$ cat src/rtl/wt_bypass_pkg.sv
package wt_bypass_pkg;
  // Precedence between read enable and the read-port synchronous reset.
  typedef enum logic {
    SRST_ALWAYS  = 1'b0,  // reset acts regardless of rd_en
    SRST_WITH_EN = 1'b1   // reset acts only when rd_en is high
  } srst_rule_e;
endpackage

$ cat src/rtl/wt_write_arb.sv
module wt_write_arb #(
  parameter int WR_ADDR_W = 3,
  parameter int WR_LANES  = 4
) (
  input  logic [WR_LANES-1:0]  a_be,
  input  logic [WR_ADDR_W-1:0] a_addr,
  input  logic [WR_LANES-1:0]  b_be,
  input  logic [WR_ADDR_W-1:0] b_addr,
  output logic [WR_LANES-1:0]  a_be_eff
);
  logic same_word;
  assign same_word = (a_addr == b_addr);
  // B owns any lane it writes at a shared address; A is masked there.
  assign a_be_eff = a_be & ~(b_be & {WR_LANES{same_word}});
endmodule

$ cat src/rtl/wt_array.sv
module wt_array #(
  parameter int RD_ADDR_W = 4,
  parameter int RD_DATA_W = 16,
  parameter int LANE_W    = 8,
  parameter int WIDE_LOG2 = 1,
  parameter logic [RD_DATA_W-1:0] SRST_VAL = '0,
  localparam int WR_DATA_W = RD_DATA_W << WIDE_LOG2,
  localparam int WR_ADDR_W = RD_ADDR_W - WIDE_LOG2,
  localparam int WR_LANES  = WR_DATA_W / LANE_W,
  localparam int SUBS      = 1 << WIDE_LOG2,
  localparam int DEPTH     = 1 << WR_ADDR_W
) (
  input  logic                 clk,
  input  logic                 rst,
  input  logic                 rd_en,
  input  logic                 srst_fire,
  input  logic [RD_ADDR_W-1:0] rd_addr,
  output logic [RD_DATA_W-1:0] rd_q,
  input  logic [WR_LANES-1:0]  a_be,
  input  logic [WR_ADDR_W-1:0] a_addr,
  input  logic [WR_DATA_W-1:0] a_data,
  input  logic [WR_LANES-1:0]  b_be,
  input  logic [WR_ADDR_W-1:0] b_addr,
  input  logic [WR_DATA_W-1:0] b_data
);
  logic [WR_DATA_W-1:0] mem [DEPTH];
  logic [WR_ADDR_W-1:0] r_word;
  logic [RD_ADDR_W-1:0] r_sub;

  assign r_word = WR_ADDR_W'(rd_addr >> WIDE_LOG2);
  assign r_sub  = rd_addr & RD_ADDR_W'(SUBS - 1);

  // Lane-wise writes; A's enables arrive already masked against B.
  always_ff @(posedge clk) begin
    for (int l = 0; l < WR_LANES; l++) begin
      if (a_be[l]) mem[a_addr][l*LANE_W +: LANE_W] <= a_data[l*LANE_W +: LANE_W];
      if (b_be[l]) mem[b_addr][l*LANE_W +: LANE_W] <= b_data[l*LANE_W +: LANE_W];
    end
  end

  // Registered read, old-data on collision.
  always_ff @(posedge clk) begin
    if (rst)            rd_q <= '0;
    else if (srst_fire) rd_q <= SRST_VAL;
    else if (rd_en)     rd_q <= mem[r_word][r_sub*RD_DATA_W +: RD_DATA_W];
  end
endmodule

$ cat src/rtl/wt_bypass_stage.sv
module wt_bypass_stage #(
  parameter int RD_ADDR_W = 4,
  parameter int RD_DATA_W = 16,
  parameter int LANE_W    = 8,
  parameter int WIDE_LOG2 = 1,
  localparam int WR_DATA_W = RD_DATA_W << WIDE_LOG2,
  localparam int WR_ADDR_W = RD_ADDR_W - WIDE_LOG2,
  localparam int RD_LANES  = RD_DATA_W / LANE_W,
  localparam int WR_LANES  = WR_DATA_W / LANE_W,
  localparam int SUBS      = 1 << WIDE_LOG2
) (
  input  logic                 clk,
  input  logic                 rst,
  input  logic                 rd_en,
  input  logic                 srst_fire,
  input  logic [RD_ADDR_W-1:0] rd_addr,
  input  logic [WR_LANES-1:0]  w_be,
  input  logic [WR_ADDR_W-1:0] w_addr,
  input  logic [WR_DATA_W-1:0] w_data,
  input  logic [RD_DATA_W-1:0] din,
  output logic [RD_DATA_W-1:0] dout
);
  logic [WR_LANES-1:0]  hit_d;
  logic [WR_LANES-1:0]  hit_q;
  logic [WR_DATA_W-1:0] wdata_q;

  // One address compare per read-width sub-word of the write, one flag per lane.
  for (genvar s = 0; s < SUBS; s++) begin : g_sub
    logic [RD_ADDR_W-1:0] tgt;
    logic                 match;
    assign tgt   = (RD_ADDR_W'(w_addr) << WIDE_LOG2) | RD_ADDR_W'(s);
    assign match = (rd_addr == tgt);
    for (genvar k = 0; k < RD_LANES; k++) begin : g_lane
      assign hit_d[s*RD_LANES + k] = w_be[s*RD_LANES + k] & match;
    end
  end

  // Flags mirror the read port's enable and reset rules.
  always_ff @(posedge clk) begin
    if (rst || srst_fire) hit_q <= '0;
    else if (rd_en)       hit_q <= hit_d;
  end

  // Data copy: read enable only, no reset needed (masked by flags).
  always_ff @(posedge clk) begin
    if (rd_en) wdata_q <= w_data;
  end

  always_comb begin
    dout = din;
    for (int s = 0; s < SUBS; s++) begin
      for (int k = 0; k < RD_LANES; k++) begin
        if (hit_q[s*RD_LANES + k])
          dout[k*LANE_W +: LANE_W] = wdata_q[(s*RD_LANES + k)*LANE_W +: LANE_W];
      end
    end
  end
endmodule

$ cat src/rtl/wt_bypass_ram.sv
module wt_bypass_ram
  import wt_bypass_pkg::*;
#(
  parameter int RD_ADDR_W = 4,
  parameter int RD_DATA_W = 16,
  parameter int LANE_W    = 8,
  parameter int WIDE_LOG2 = 1,
  parameter bit XPAR_A    = 1'b1,
  parameter bit XPAR_B    = 1'b1,
  parameter srst_rule_e SRST_RULE = SRST_ALWAYS,
  parameter logic [RD_DATA_W-1:0] SRST_VAL = '0,
  localparam int WR_DATA_W = RD_DATA_W << WIDE_LOG2,
  localparam int WR_ADDR_W = RD_ADDR_W - WIDE_LOG2,
  localparam int WR_LANES  = WR_DATA_W / LANE_W
) (
  input  logic                 clk,
  input  logic                 rst,
  input  logic                 rd_en,
  input  logic                 rd_srst,
  input  logic [RD_ADDR_W-1:0] rd_addr,
  output logic [RD_DATA_W-1:0] rd_data,
  input  logic [WR_LANES-1:0]  wa_be,
  input  logic [WR_ADDR_W-1:0] wa_addr,
  input  logic [WR_DATA_W-1:0] wa_data,
  input  logic [WR_LANES-1:0]  wb_be,
  input  logic [WR_ADDR_W-1:0] wb_addr,
  input  logic [WR_DATA_W-1:0] wb_data
);
  logic                 srst_fire;
  logic [WR_LANES-1:0]  a_be_eff;
  logic [RD_DATA_W-1:0] arr_q;
  logic [RD_DATA_W-1:0] after_a;

  assign srst_fire = rd_srst & ((SRST_RULE == SRST_ALWAYS) | rd_en);

  wt_write_arb #(.WR_ADDR_W(WR_ADDR_W), .WR_LANES(WR_LANES)) u_arb (
    .a_be(wa_be), .a_addr(wa_addr), .b_be(wb_be), .b_addr(wb_addr), .a_be_eff(a_be_eff)
  );

  wt_array #(
    .RD_ADDR_W(RD_ADDR_W), .RD_DATA_W(RD_DATA_W), .LANE_W(LANE_W),
    .WIDE_LOG2(WIDE_LOG2), .SRST_VAL(SRST_VAL)
  ) u_array (
    .clk(clk), .rst(rst), .rd_en(rd_en), .srst_fire(srst_fire),
    .rd_addr(rd_addr), .rd_q(arr_q),
    .a_be(a_be_eff), .a_addr(wa_addr), .a_data(wa_data),
    .b_be(wb_be), .b_addr(wb_addr), .b_data(wb_data)
  );

  // Lower-priority stage first; the B stage sits nearer the output.
  if (XPAR_A) begin : g_byp_a
    wt_bypass_stage #(
      .RD_ADDR_W(RD_ADDR_W), .RD_DATA_W(RD_DATA_W), .LANE_W(LANE_W), .WIDE_LOG2(WIDE_LOG2)
    ) u_stage (
      .clk(clk), .rst(rst), .rd_en(rd_en), .srst_fire(srst_fire), .rd_addr(rd_addr),
      .w_be(a_be_eff), .w_addr(wa_addr), .w_data(wa_data), .din(arr_q), .dout(after_a)
    );
  end else begin : g_pass_a
    assign after_a = arr_q;
  end

  if (XPAR_B) begin : g_byp_b
    wt_bypass_stage #(
      .RD_ADDR_W(RD_ADDR_W), .RD_DATA_W(RD_DATA_W), .LANE_W(LANE_W), .WIDE_LOG2(WIDE_LOG2)
    ) u_stage (
      .clk(clk), .rst(rst), .rd_en(rd_en), .srst_fire(srst_fire), .rd_addr(rd_addr),
      .w_be(wb_be), .w_addr(wb_addr), .w_data(wb_data), .din(after_a), .dout(rd_data)
    );
  end else begin : g_pass_b
    assign rd_data = after_a;
  end
endmodule

$ cat config.mk
export PLATFORM = sky130hd
export DESIGN_NAME = wt_bypass_ram
export DESIGN_NICKNAME = d
export VERILOG_FILES = /design/src/rtl/wt_bypass_pkg.sv /design/src/rtl/wt_write_arb.sv /design/src/rtl/wt_array.sv /design/src/rtl/wt_bypass_stage.sv /design/src/rtl/wt_bypass_ram.sv
export SDC_FILE = /design/constraint.sdc
export NUM_CORES = 1
export LEC_CHECK = 0
export ABC_AREA = 1
export BUFFER_PORTS_ARGS = -buffer_cell sky130_fd_sc_hd__buf_2
export CELL_PAD_IN_SITES_DETAIL_PLACEMENT = 2
export CELL_PAD_IN_SITES_GLOBAL_PLACEMENT = 2
export CORE_AREA = 2 2 238 182
export DETAILED_ROUTE_END_ITERATION = 10
export DIE_AREA = 0 0 240 184
export PLACE_DENSITY_LB_ADDON = 0.1
export SYNTH_ARGS = -nofsm -noshare
export SYNTH_HDL_FRONTEND = slang
export SYNTH_SLANG_ARGS = --single-unit
$ cat constraint.sdc
create_clock -name clk -period 6 [get_ports clk]
set_clock_uncertainty 0.1 [all_clocks]
set_input_delay 0.6 -clock clk [delete_from_list [all_inputs] [get_ports clk]]
set_output_delay 0.6 -clock clk [all_outputs]
set_load 0.005 [all_outputs]
# Word level (Yosys, flattened, before mapping)
# Memories as Yosys holds them, arrays and structs flattened.
# Index checks and enable logic that the tools add are counted.
[op_classes] n_eq_ne=5 shift=1 mux=24 bitwise_logic=11 reduce_logical=2
[ops] cell="two-way mux 8 bit" n=8
[ops] cell="indexed part select 32 x 6 -> 16 bit" n=1
[ops] cell="equality test 4 bit" n=4
[ops] cell="two-way mux 1 bit" n=16
[ops] cell="bitwise AND 1 bit" n=8
[ops] cell="bitwise AND 4 bit" n=2
[ops] cell="inverter 4 bit" n=1
[ops] cell="equality test 3 bit" n=1
[ops] cell="OR reduction 2 bit" n=1
[ops] cell="logical OR 1 bit" n=1
[word_totals] ff_bits=88 ram_bits=256 in_bits=86 mem_count=1
[memory_table] name="u_array.mem" depth=8 word_bits=32 rd=1 rd_clocked_by_memory_dff=0 wr=2 line="wt_array.sv:26" source="logic [WR_DATA_W-1:0] mem [DEPTH];"

# Depth between registers and ports, before layout
[depth] depth_word=6 ltp_mapped=12 mapped_depth_nobuf=9

# Hierarchy
# Synthesis repeated with hierarchy kept, for this count alone.
[hier_totals] hier_cells=1930 hier_area_um2=17148.9
[by_module_without_submodules] module="wt_array" instances=1 cells_each=1627 area_each_um2=14022.2 seq_area_each_um2=8007.7
[by_module_without_submodules] module="wt_bypass_stage" instances=2 cells_each=140 area_each_um2=1508.9 seq_area_each_um2=1041.0
[by_module_without_submodules] module="wt_write_arb" instances=1 cells_each=23 area_each_um2=108.9 seq_area_each_um2=0.0

# Worst setup path before layout
# No wires, ideal clock.
[synth_path] kind="input to register" startpoint="in wb_addr[0]" endpoint="mem u_array.mem[0][0] (netlist name) (enable)" setup_ns=0.384 arrival_ns=1.969 path_slack_ns=3.547 stages=6 n_path_buf=2 cell_sequence="clkbuf_2 -> buf_2 -> xnor2_1 -> nand4_1 -> nand2_1 -> o21ai_0"
[synth_rtl] item="from (decl)" line="wt_bypass_ram.sv:26" source="input logic [WR_ADDR_W-1:0] wb_addr,"
[synth_rtl] item="to (decl)" line="wt_array.sv:26"

# Worst setup path after layout
[layout_path] startpoint="in rd_addr[1]" endpoint="reg u_array.rd_q[9]"
[layout_between] elab_chain_len=2
[layout_rtl] item="from (decl)" line="wt_bypass_ram.sv:20" source="input logic [RD_ADDR_W-1:0] rd_addr,"
[layout_rtl] item="memory read (8 x 32 bit)"
[layout_rtl] item="indexed part select 32 x 6 -> 16 bit" line="wt_array.sv:45" source="else if (rd_en) rd_q <= mem[r_word][r_sub*RD_DATA_W +: RD_DATA_W];"
[layout_rtl] item="to (signal assigned)" line="wt_array.sv:45"
[layout_rtl] item="to (decl)" line="wt_array.sv:18" source="output logic [RD_DATA_W-1:0] rd_q,"
# Every way passes these cells.
# A chain may end at the register's enable or synchronous reset.

==> run_results.csv <==
group,metric,value,unit
status,status,"complete, no violations",
critical_path,cp.required,6330,ps
timing,fin_setup_tns,0,ps
place,port_buffers,101,
detailed_routing,via_per_inst,5.76,
critical_path,slowest_stage,"clkinv_2",
critical_path,worstSetupEndpoint,"u_array.rd_q[9]",
yosys,ys_types,21,
critical_path,r2r_setup_slack,4540,ps
critical_path,path_cells,"buf_4 > clkinv_2 > buf_4 > nand2_1 > nand3_1 > nand3_1 > nand2_1 > nand2_1 > nand3_1 > nand2_1 > inv_1",
clock_tree,clk_transition_reported_paths,70,ps
final_layout,most-common-layout-cells,"nand2_1 (677), edfxtp_1 (320), o21ai_0 (284), nand3_1 (242), inv_1 (118)",
clock_tree,cts_tree,"yes",
die,dieArea,44200,um^2
clock_tree,clk_path_buf_depth,3,
critical_path,reg2regPathDepth,8,
grt,grt_pass1_wl,98600,um
final_layout,final_common_cell,"nand2_1",
clock_tree,htreeDepth,2,
hold_path,worstHoldStart,"wb_data[22]",
timing,report.final.hold_viol_count,0,
die,core_area,41600,um^2
detailed_routing,first_iter_violations,1134,
place,gp_congestion,0.822,
clock_tree,cts_hold_buf,0,
power,powerDensity,309,nW/um^2
clock_tree,cts_root_buf,"clkbuf_16",
timing,rsz0062_at_grt,"no",
critical_path,cpPeakStageDelay,1080,ps
yosys,synth_nets,2013,
timing,fmax,0.283,GHz
critical_path,cp.depth,11,
grt,grt_usage,30.0,%
yosys,syn_inst,1927,
critical_path,cpMostUsedCell,"nand2_1",
timing,post-route-min-period,3540,ps
critical_path,crit_path_start,"rd_addr[1]",
clock_tree,post_cts_buffers,0,
critical_path,arrival,3870,ps
yosys,synth_top_cell_area_share,56.6,%
die,rows,65,
timing,setup_viol,0,
die,die_w,240,um
clock_tree,postCtsResizedCells,0,
grt,antenna_found_initial,4,
critical_path,crit_type,"input port to register",
place,hpwlAfterDp,43200,um
timing,max_slew.worst_pin.slew,1320,ps
critical_path,start_kind,"input port",
die,initial_core_util,40.8,%
power,irDropWorstVdd,0.234,mV
yosys,synth_warnings,0,
yosys,synth_area_leaders,"edfxtp_1 (57%), nand2_1 (15%), o21ai_0 (8.5%)",
yosys,ys_ff_latch,344,
critical_path,cp_top_family,"buffers and inverters",
final_layout,layout-drive-gt1-share,9.68,%
flow_run,drv_cap,0,
grt,gr-total-overflow,0,
grt,grt_pass1_vias,15503,
detailed_routing,drc,0,
critical_path,r2r-start,"u_array.mem[2][24]",
detailed_routing,vias,14703,
yosys,syn_avg_cell_area,8.81,um^2
clock_tree,numClockSinks,344,
power,power_leakage,7.96,nW
clock_tree,clk_latency,550,ps
critical_path,endpoint_kind,"register",
detailed_routing,dr.pass1.iters,5,
hold_path,hp-class,"input port to register",
timing,slew_violations,0,
yosys,synthesis.area,17000,um^2
yosys,synth_area_leader_cell,"edfxtp_1",
timing,maxSlewHeadroom,10.8,%
die,die_h,184,um
timing,post-route-period-util,59.0,%
critical_path,worstReg2RegEnd,"u_array.rd_q[8]",
die,ioPinCount,102,
detailed_routing,wl_per_cell,25.6,um
critical_path,worst-path-buf-inv,4,
critical_path,cp_max_fo,66,
timing,hold_slack,144,ps
yosys,synth-seq-area-share,59.4,%
final_layout,finish.net_count,2039,
detailed_routing,ant_nets,0,
clock_tree,cts_made_buffers,38,
final_layout,syn2layout_area_growth,12.3,%
detailed_routing,wirelength,65400,um
grt,grt_max_degree,76,
[logic make-up after synthesis]
family | share of synthesized area [%]
flops | 59.4
buf+inv | 6.20
compound gates | 11.1
simple gates | 22.9
xor+xnor | 0.361
[per-stage QoR]
step	power, mW	instances	area, um^2	setup slack [ps]	util [%]
finish	5.89	2554	19100	2460	45.8
global placement	3.48	2481	17800	2080	42.8
floorplan	3.23	1927	17000	3550	-
CTS	5.91	2552	19100	2460	45.8
detailed placement	3.52	2482	17800	1930	42.8
global route	6.08	2553	19100	2280	45.8
[Yosys cell counts (all sizes together)]
cell	n
a21oi	35
o21ai	310
clkbuf	75
inv	122
clkinv	1
xnor2	7
nand4	5
a22oi	16
nor3	2
nor2	19
edfxtp	320
o31ai	5
nand3	242
dfxtp	24
buf	67
nand2	677
[flip-flops by register name, summed over array words and instances, names as in the netlist]
register,cells
g_byp_a.u_stage.hit_q,4
g_byp_a.u_stage.wdata_q,32
g_byp_b.u_stage.hit_q,4
g_byp_b.u_stage.wdata_q,32
u_array.mem,256
u_array.rd_q,16
[worst min path at each step]
stage                                              to  slack [ps]  cells after the start
final                     g_byp_b.u_stage.wdata_q[22]         140                      1
after global routing      g_byp_b.u_stage.wdata_q[16]         140                      1
after CTS                 g_byp_b.u_stage.wdata_q[22]         120                      1
after detailed placement     g_byp_a.u_stage.hit_q[1]         370                      2
after global placement       g_byp_a.u_stage.hit_q[1]         360                      2
after floorplan              g_byp_a.u_stage.hit_q[1]         350                      2
[cell type report]
type | instances | area (um^2)
clock buffers | 51 | 1080
diodes | 2 | 5.00
clock inverters | 19 | 168
flip-flops and latches | 344 | 10100
multi-input cells | 1318 | 5840
well taps | 569 | 712
fillers | 4589 | 22600
repair buffers | 128 | 713
inverters | 123 | 463
[worst register-to-register path, cell delays in order (launching register included)]
cell and delay [ps]:
edfxtp_1 390, nand2_1 80, nand3_1 180, nand3_1 150
nand2_1 110, nand2_1 130, nand3_1 90, nand2_1 100
inv_1 50
[per-layer routing]
layer / vias to the layer above / wire length (um) / GRT usage [%]
li1: 6594 / - / -
met1: 7634 / 29200 / 41.6
met2: 381 / 31700 / 50.2
met3: 90 / 3360 / 3.74
met4: 4 / 1190 / 7.08
met5: - / 26 / 0
[power breakdown]
group / switching, mW / internal, mW / leakage, nW
combinational: 0.473 / 0.163 / 4.19
clock: 1.01 / 1.40 / 0.612
sequential: 0.0510 / 2.80 / 3.15
total: 1.53 / 4.36 / 7.96
No activity file was read; power rests on OpenSTA's default activity.
